File: config.mk
export PLATFORM = sky130hd
export DESIGN_NAME = trim_rtc
export DESIGN_NICKNAME = d
export VERILOG_FILES = /design/src/rtl/rtc_pkg.sv /design/src/rtl/rtc_counter.sv /design/src/rtl/rtc_match.sv /design/src/rtl/rtc_shadow.sv /design/src/rtl/trim_rtc.sv
export SDC_FILE = /design/constraint.sdc
export NUM_CORES = 1
export LEC_CHECK = 0
export CELL_PAD_IN_SITES_DETAIL_PLACEMENT = 2
export CELL_PAD_IN_SITES_GLOBAL_PLACEMENT = 2
export CORE_ASPECT_RATIO = 0.6
export CORE_UTILIZATION = 28
export CTS_CLUSTER_DIAMETER = 60
export DETAILED_ROUTE_END_ITERATION = 7
export PLACE_DENSITY_LB_ADDON = 0.1
export SLEW_MARGIN = 20
export SYNTH_ARGS = -nofsm -noshare
export SYNTH_HDL_FRONTEND = slang
export SYNTH_SLANG_ARGS = --single-unit
File: constraint.sdc
create_clock -name clk_i -period 1.9 [get_ports clk_i]
set_input_delay 0.38 -clock clk_i [delete_from_list [all_inputs] [get_ports clk_i]]
set_output_delay 0.38 -clock clk_i [all_outputs]
set_load 0.01 [all_outputs]
File: src/rtl/rtc_pkg.sv
package rtc_pkg;
  localparam int unsigned SEC_W_DEF = 32;
  localparam int unsigned SUB_W_DEF = 15;
  localparam int unsigned PER_W_DEF = 6;   // trim period = 2**PER_W seconds

  typedef struct packed {
    logic upd;        // counter changed by tick or load
    logic trim_roll;  // trimmed rollover taken this cycle
    logic trim_neut;  // trim word is neutral
  } rtc_ev_t;
endpackage

File: src/rtl/rtc_counter.sv
module rtc_counter
  import rtc_pkg::*;
#(
  parameter int unsigned SEC_W = SEC_W_DEF,
  parameter int unsigned SUB_W = SUB_W_DEF,
  parameter int unsigned PER_W = PER_W_DEF,
  localparam int unsigned TRIM_W = SUB_W + 1
) (
  input  logic              clk_i,
  input  logic              rst_ni,
  input  logic              tick_i,
  input  logic              ld_i,
  input  logic [SEC_W-1:0]  ld_val_i,
  input  logic              trim_wr_i,
  input  logic [TRIM_W-1:0] trim_val_i,
  output logic [SEC_W-1:0]  sec_o,
  output logic [SUB_W-1:0]  sub_o,
  output rtc_ev_t           ev_o
);
  localparam logic [SUB_W-1:0]  SUB_MAX  = {SUB_W{1'b1}};
  localparam logic [TRIM_W-1:0] TRIM_NEU = {1'b0, {SUB_W{1'b1}}};

  logic [SEC_W-1:0]  sec_q;
  logic [SUB_W-1:0]  sub_q;
  logic [TRIM_W-1:0] trim_q;
  logic              at_max, per_end, roll;
  logic [SUB_W-1:0]  reload;

  assign at_max  = (sub_q == SUB_MAX);
  assign per_end = &sec_q[PER_W-1:0];
  assign roll    = tick_i && at_max && !ld_i;
  // above neutral: 2**SUB_W-(trim-neutral); below: neutral-trim; both equal ~trim
  assign reload  = ~trim_q[SUB_W-1:0];

  always_ff @(posedge clk_i or negedge rst_ni) begin
    if (!rst_ni) begin
      sec_q <= '0;
      sub_q <= '0;
    end else if (ld_i) begin
      sec_q <= ld_val_i;
      sub_q <= '0;
    end else if (tick_i) begin
      if (at_max) begin
        sec_q <= sec_q + 1'b1;
        sub_q <= per_end ? reload : '0;
      end else begin
        sub_q <= sub_q + 1'b1;
      end
    end
  end

  always_ff @(posedge clk_i or negedge rst_ni) begin
    if (!rst_ni)        trim_q <= TRIM_NEU;
    else if (trim_wr_i) trim_q <= trim_val_i;
  end

  assign sec_o          = sec_q;
  assign sub_o          = sub_q;
  assign ev_o.upd       = tick_i || ld_i;
  assign ev_o.trim_roll = roll && per_end;
  assign ev_o.trim_neut = (trim_q == TRIM_NEU);

  p_hold_r2: assert property (@(posedge clk_i) disable iff (!rst_ni)
    (!tick_i && !ld_i) |=> ($stable(sec_q) && $stable(sub_q)));
  p_step_r2: assert property (@(posedge clk_i) disable iff (!rst_ni)
    (tick_i && !ld_i && sub_q != SUB_MAX) |=> (sub_q == $past(sub_q) + 1'b1) && $stable(sec_q));
  p_roll_r3: assert property (@(posedge clk_i) disable iff (!rst_ni)
    (tick_i && !ld_i && sub_q == SUB_MAX && !(&sec_q[PER_W-1:0]))
      |=> (sub_q == '0) && (sec_q == $past(sec_q) + 1'b1));
  p_load_r7: assert property (@(posedge clk_i) disable iff (!rst_ni)
    ld_i |=> (sub_q == '0) && (sec_q == $past(ld_val_i)));
endmodule

File: src/rtl/rtc_match.sv
module rtc_match
  import rtc_pkg::*;
#(
  parameter int unsigned SEC_W = SEC_W_DEF,
  parameter int unsigned SUB_W = SUB_W_DEF
) (
  input  logic             clk_i,
  input  logic             rst_ni,
  input  logic             wr_i,
  input  logic [SEC_W-1:0] msec_i,
  input  logic [SUB_W-1:0] msub_i,
  input  logic             clr_i,
  input  logic             upd_i,
  input  logic [SEC_W-1:0] sec_i,
  input  logic [SUB_W-1:0] sub_i,
  output logic             irq_o
);
  logic [SEC_W-1:0] msec_q;
  logic [SUB_W-1:0] msub_q;
  logic             upd_q, irq_q, hit;

  always_ff @(posedge clk_i or negedge rst_ni) begin
    if (!rst_ni) begin
      msec_q <= '0;
      msub_q <= '0;
    end else if (wr_i) begin
      msec_q <= msec_i;
      msub_q <= msub_i;
    end
  end

  // compare only on the cycle after the counter moved, so each arrival counts once
  assign hit = upd_q && (sec_i == msec_q) && (sub_i == msub_q);

  always_ff @(posedge clk_i or negedge rst_ni) begin
    if (!rst_ni) begin
      upd_q <= 1'b0;
      irq_q <= 1'b0;
    end else begin
      upd_q <= upd_i;
      if (hit)        irq_q <= 1'b1;
      else if (clr_i) irq_q <= 1'b0;
    end
  end

  assign irq_o = irq_q;

  p_irq_sticky_r8: assert property (@(posedge clk_i) disable iff (!rst_ni)
    (irq_q && !clr_i) |=> irq_q);
  p_irq_clr_r8: assert property (@(posedge clk_i) disable iff (!rst_ni)
    (clr_i && !hit) |=> !irq_q);
  p_irq_quiet_r8: assert property (@(posedge clk_i) disable iff (!rst_ni)
    (!irq_q && !upd_q) |=> !irq_q);
endmodule

File: src/rtl/rtc_shadow.sv
module rtc_shadow
  import rtc_pkg::*;
#(
  parameter int unsigned SEC_W = SEC_W_DEF,
  parameter int unsigned SUB_W = SUB_W_DEF
) (
  input  logic             clk_i,
  input  logic             rst_ni,
  input  logic             snap_i,
  input  logic [SEC_W-1:0] sec_i,
  input  logic [SUB_W-1:0] sub_i,
  input  rtc_ev_t          ev_i,
  input  logic             adj_clr_i,
  output logic [SEC_W-1:0] snap_sec_o,
  output logic [SUB_W-1:0] snap_sub_o,
  output logic             adj_o
);
  logic [SEC_W-1:0] ssec_q;
  logic [SUB_W-1:0] ssub_q;
  logic             adj_q, adj_set;

  assign adj_set = ev_i.trim_roll && !ev_i.trim_neut;

  always_ff @(posedge clk_i or negedge rst_ni) begin
    if (!rst_ni) begin
      ssec_q <= '0;
      ssub_q <= '0;
    end else if (snap_i) begin
      ssec_q <= sec_i;
      ssub_q <= sub_i;
    end
  end

  always_ff @(posedge clk_i or negedge rst_ni) begin
    if (!rst_ni)          adj_q <= 1'b0;
    else if (adj_set)     adj_q <= 1'b1;
    else if (adj_clr_i)   adj_q <= 1'b0;
  end

  assign snap_sec_o = ssec_q;
  assign snap_sub_o = ssub_q;
  assign adj_o      = adj_q;

  p_snap_r11: assert property (@(posedge clk_i) disable iff (!rst_ni)
    snap_i |=> (ssec_q == $past(sec_i)) && (ssub_q == $past(sub_i)));
  p_snap_hold_r11: assert property (@(posedge clk_i) disable iff (!rst_ni)
    !snap_i |=> $stable(ssec_q) && $stable(ssub_q));
  p_adj_hold_r10: assert property (@(posedge clk_i) disable iff (!rst_ni)
    (adj_q && !adj_clr_i) |=> adj_q);
  p_adj_neut_r6: assert property (@(posedge clk_i) disable iff (!rst_ni)
    (!adj_q && ev_i.trim_neut) |=> !adj_q);
endmodule

File: src/rtl/trim_rtc.sv
module trim_rtc
  import rtc_pkg::*;
#(
  parameter int unsigned SEC_W = SEC_W_DEF,
  parameter int unsigned SUB_W = SUB_W_DEF,
  parameter int unsigned PER_W = PER_W_DEF,
  localparam int unsigned TRIM_W = SUB_W + 1
) (
  input  logic              clk_i,
  input  logic              rst_ni,
  input  logic              tick_i,
  input  logic              sec_ld_i,
  input  logic [SEC_W-1:0]  sec_val_i,
  input  logic              trim_wr_i,
  input  logic [TRIM_W-1:0] trim_val_i,
  input  logic              match_wr_i,
  input  logic [SEC_W-1:0]  match_sec_i,
  input  logic [SUB_W-1:0]  match_sub_i,
  input  logic              irq_clr_i,
  input  logic              adj_clr_i,
  input  logic              snap_i,
  output logic [SEC_W-1:0]  sec_o,
  output logic [SUB_W-1:0]  sub_o,
  output logic [SEC_W-1:0]  snap_sec_o,
  output logic [SUB_W-1:0]  snap_sub_o,
  output logic              irq_o,
  output logic              adj_o
);
  rtc_ev_t          ev;
  logic [SEC_W-1:0] sec;
  logic [SUB_W-1:0] sub;

  rtc_counter #(.SEC_W(SEC_W), .SUB_W(SUB_W), .PER_W(PER_W)) u_cnt (
    .clk_i, .rst_ni, .tick_i,
    .ld_i      (sec_ld_i),
    .ld_val_i  (sec_val_i),
    .trim_wr_i,
    .trim_val_i,
    .sec_o     (sec),
    .sub_o     (sub),
    .ev_o      (ev)
  );

  rtc_match #(.SEC_W(SEC_W), .SUB_W(SUB_W)) u_match (
    .clk_i, .rst_ni,
    .wr_i   (match_wr_i),
    .msec_i (match_sec_i),
    .msub_i (match_sub_i),
    .clr_i  (irq_clr_i),
    .upd_i  (ev.upd),
    .sec_i  (sec),
    .sub_i  (sub),
    .irq_o
  );

  rtc_shadow #(.SEC_W(SEC_W), .SUB_W(SUB_W)) u_shadow (
    .clk_i, .rst_ni, .snap_i,
    .sec_i  (sec),
    .sub_i  (sub),
    .ev_i   (ev),
    .adj_clr_i,
    .snap_sec_o,
    .snap_sub_o,
    .adj_o
  );

  assign sec_o = sec;
  assign sub_o = sub;
endmodule

==> run_results.csv <==
group,metric,value,unit
clock_tree,numCtsBuffers,17,
die,die_w,216.1,um
critical_path,worstReg2RegEnd,"u_cnt.sec_o[24]",
outcome,violations,"negative setup slack",
place,dp.cells,1276,
timing,worst_slew_pin_slew,0.6008,ns
power,total_power,9.209,mW
grt,grt_max_degree,52,
yosys,syn-num-nets,771,
routing,wl_per_cell,24.55,um
critical_path,crit_start,"u_cnt.sub_o[0]",
finish,final_common_cell,"clkdlybuf4s50_1",
power,power_frac_seq,43.4,%
die,core-area,26710,sq um
finish,nets,1060,
clock_tree,clkTransAtPathRegs,0.06,ns
timing,fin_crit_sh,101.5,%
critical_path,crit_path_end_kind,"register",
yosys,synth_cell_types,55,
clock_tree,cts_tree,"done",
timing,setup_violations,2,
finish,final_cell_area,11650,sq um
critical_path,start_kind,"register",
power,power_density,790.4,nW/um^2
power,p_sw_share,27.86,%
yosys,yosysWarningCount,0,
yosys,yosys_most_used_dff,"dfrtp_1",
yosys,synthCells,665,
timing,maxSlewHeadroom,59.94,%
place,gp_congestion,0.8512,
clock_tree,root_buffer,"clkbuf_16",
place,placedInstanceArea,10720,sq um
critical_path,required,2.26,ns
grt,antenna_found_initial,1,
finish,layout-drive-gt1-share,34.78,%
critical_path,reg2regPathDepth,7,
power,p_int,6.643,mW
min_path,hold_path_depth,4,
yosys,syn_area_per_cell,11.58,sq um
die,start_util,28.84,%
critical_path,cp.buffers_inverters,1,
die,pin_count,200,
critical_path,r2r_slack,-0.03,ns
timing,rsz0062_at_grt,"yes",
place,io_buffer_count,199,
finish,area_growth,51.27,%
finish,final_cells,1327,
finish,layout_common_cells,"155 x clkdlybuf4s50_1, 129 x dfrtp_1, 109 x mux2_2",
critical_path,cp_cell_sequence,"ha_4 -> and4_4 -> buf_6 -> nand4_4 -> or2_4 -> or4_1 -> a31oi_1",
critical_path,cp.arrival,2.29,ns
critical_path,critical_path.max_stage_delay,0.39,ns
power,peakVddDrop,0.0004886,V
critical_path,critPathMaxFanout,5,
min_path,hp-start,"sec_ld_i",
timing,max_clock_freq,518.8,MHz
routing,first_pass_iters,4,
routing,viasPerCell,4.973,
critical_path,r2r_start,"u_cnt.sub_o[0]",
place,place_hpwl,24670,um
critical_path,crit_family,"simple AND/OR/NAND/NOR gates",
clock_tree,cts_max_level,4,
power,p_switching,2.565,mW
place,dp_slack,-0.5503,ns
grt,gr-usage-all-layers,23.74,%
grt,overflow,0,
timing,hold_ws,0.3326,ns
yosys,synthArstFlopShare,100.0,%
timing,setup_tns,-0.02941,ns
finish,utilization,43.63,%
timing,period_needed,1.928,ns
power,p_clk_share,37.5,%
power,p_leak,4.961,nW
routing,drtAntennaViolNets,0,
die,rows,46,
timing,final_hold_viol_count,0,
die,design.die.area,28200,sq um
yosys,synth-seq-area-share,52.23,%
outcome,status,"complete, but fails checks",
clock_tree,insertion_delay,0.45,ns
timing,setup_slack,-0.02768,ns
yosys,syn-cell-area,7702,sq um
timing,drv_slew,0,
yosys,synth-seq-cells,160,
timing,clock-skew-final,0.01245,ns
grt,grt_pass1_wl,48470,um
routing,drtIter0Drc,280,
min_path,hp-class,"in2reg",
routing,drc,0,
clock_tree,cts.path.max_buffers,2,
min_path,holdPathEnd,"u_cnt.sub_o[11]",
routing,routed_wirelength,32580,um
critical_path,worstSetupPathType,"reg2reg",
grt,grt_pass1_vias,7378,
routing,vias,6599,
clock_tree,clock_sinks,160,
die,die_h,130.5,um
run,cap_violations,0,
critical_path,slowest_stage,"dfrtp_2",
power,combPwrFrac,19.1,%
yosys,synth-edff-count,0,
worst max path at each step:
stage	end	slack, ns	cells after the start
3_5_place_dp	u_cnt.sec_o[6]	-0.55	7
5_1_grt	u_cnt.sub_o[8]	-0.10	7
4_1_cts	u_cnt.sec_o[24]	-0.04	7
2_1_floorplan	u_cnt.sec_o[25]	-0.009	7
6_report	u_cnt.sec_o[24]	-0.03	7
3_3_place_gp	u_cnt.sec_o[6]	-0.56	7
power groups by stage:
stage,Combinational [mW],Sequential [mW],Clock (mW)
final,1.76,4.00,3.45
after global routing,1.88,4.04,3.64
after CTS,1.74,4.00,3.54
after detailed placement,1.72,4.06,0
after global placement,1.67,4.03,0
after floorplan,0.560,4.07,0
kinds of logic after synthesis:
family                   after synthesis  synth area share, %
adder cells (fa/ha/maj)                2               0.3248
XOR/XNOR                              63                7.164
buffers and inverters                 58                3.509
multiplexers                         112                16.33
flip-flops                           160                52.23
AO/OA/AOI/OAI                         82                6.920
AND/OR/NAND/NOR                      188                13.53
tightest hold or removal path, cell delays in order:
cell and delay (ns):
buf_2 0.10, inv_2 0.05, nand2_1 0.10, o32ai_1 0.09
layout make-up:
| type | count | area, sq um |
|---|---|---|
| fillers | 2788 | 15050 |
| clock buffers | 21 | 450.4 |
| multi-input cells | 447 | 3633 |
| diodes | 1 | 2.502 |
| flip-flops and latches | 160 | 4043 |
| inverters | 12 | 45.04 |
| well taps | 360 | 450.4 |
| repair buffers | 316 | 2913 |
| clock inverters | 10 | 113.9 |
flip-flops by register name, indices dropped and copies added, names as in the netlist:
| register | cells |
|---|---|
| u_cnt.sub_o | 15 |
| u_match.msec_q | 32 |
| u_cnt.trim_q | 16 |
| u_shadow.snap_sub_o | 15 |
| u_shadow.snap_sec_o | 32 |
| u_match.msub_q | 15 |
| u_shadow.adj_o | 1 |
| u_cnt.sec_o | 32 |
| u_match.irq_o | 1 |
| u_match.upd_q | 1 |
synth_stat cells, types with 13 or more instances:
cell type | n | share of area, %
nor4_1 | 21 | 1.7
xnor2_1 | 13 | 1.5
nor2_1 | 23 | 1.1
mux2_2 | 109 | 16
nand4_1 | 18 | 1.5
clkbuf_1 | 25 | 1.2
dfstp_2 | 15 | 5.1
o21ai_0 | 37 | 2.4
nor3_1 | 13 | 0.84
nand2_1 | 44 | 2.1
nand3_1 | 21 | 1.4
dfrtp_1 | 145 | 47
xor2_1 | 50 | 5.7
per-layer routing:
| metal | global-route usage, % | share of wire, % |
|---|---|---|
| met2 | 35.09 | 43 |
| met5 | 0 | 0 |
| met4 | 6.794 | 1.0 |
| met1 | 35.18 | 51 |
| met3 | 4.421 | 5.0 |
timing repair:
action	4_1_cts	5_1_grt
pin swaps	7	17
hold endpoints to repair	8	0
setup buffers	13	5
setup endpoints to repair	74	39
gates resized for setup	76	38
hold buffers	1	0
Power figures use the tool's default switching activity.
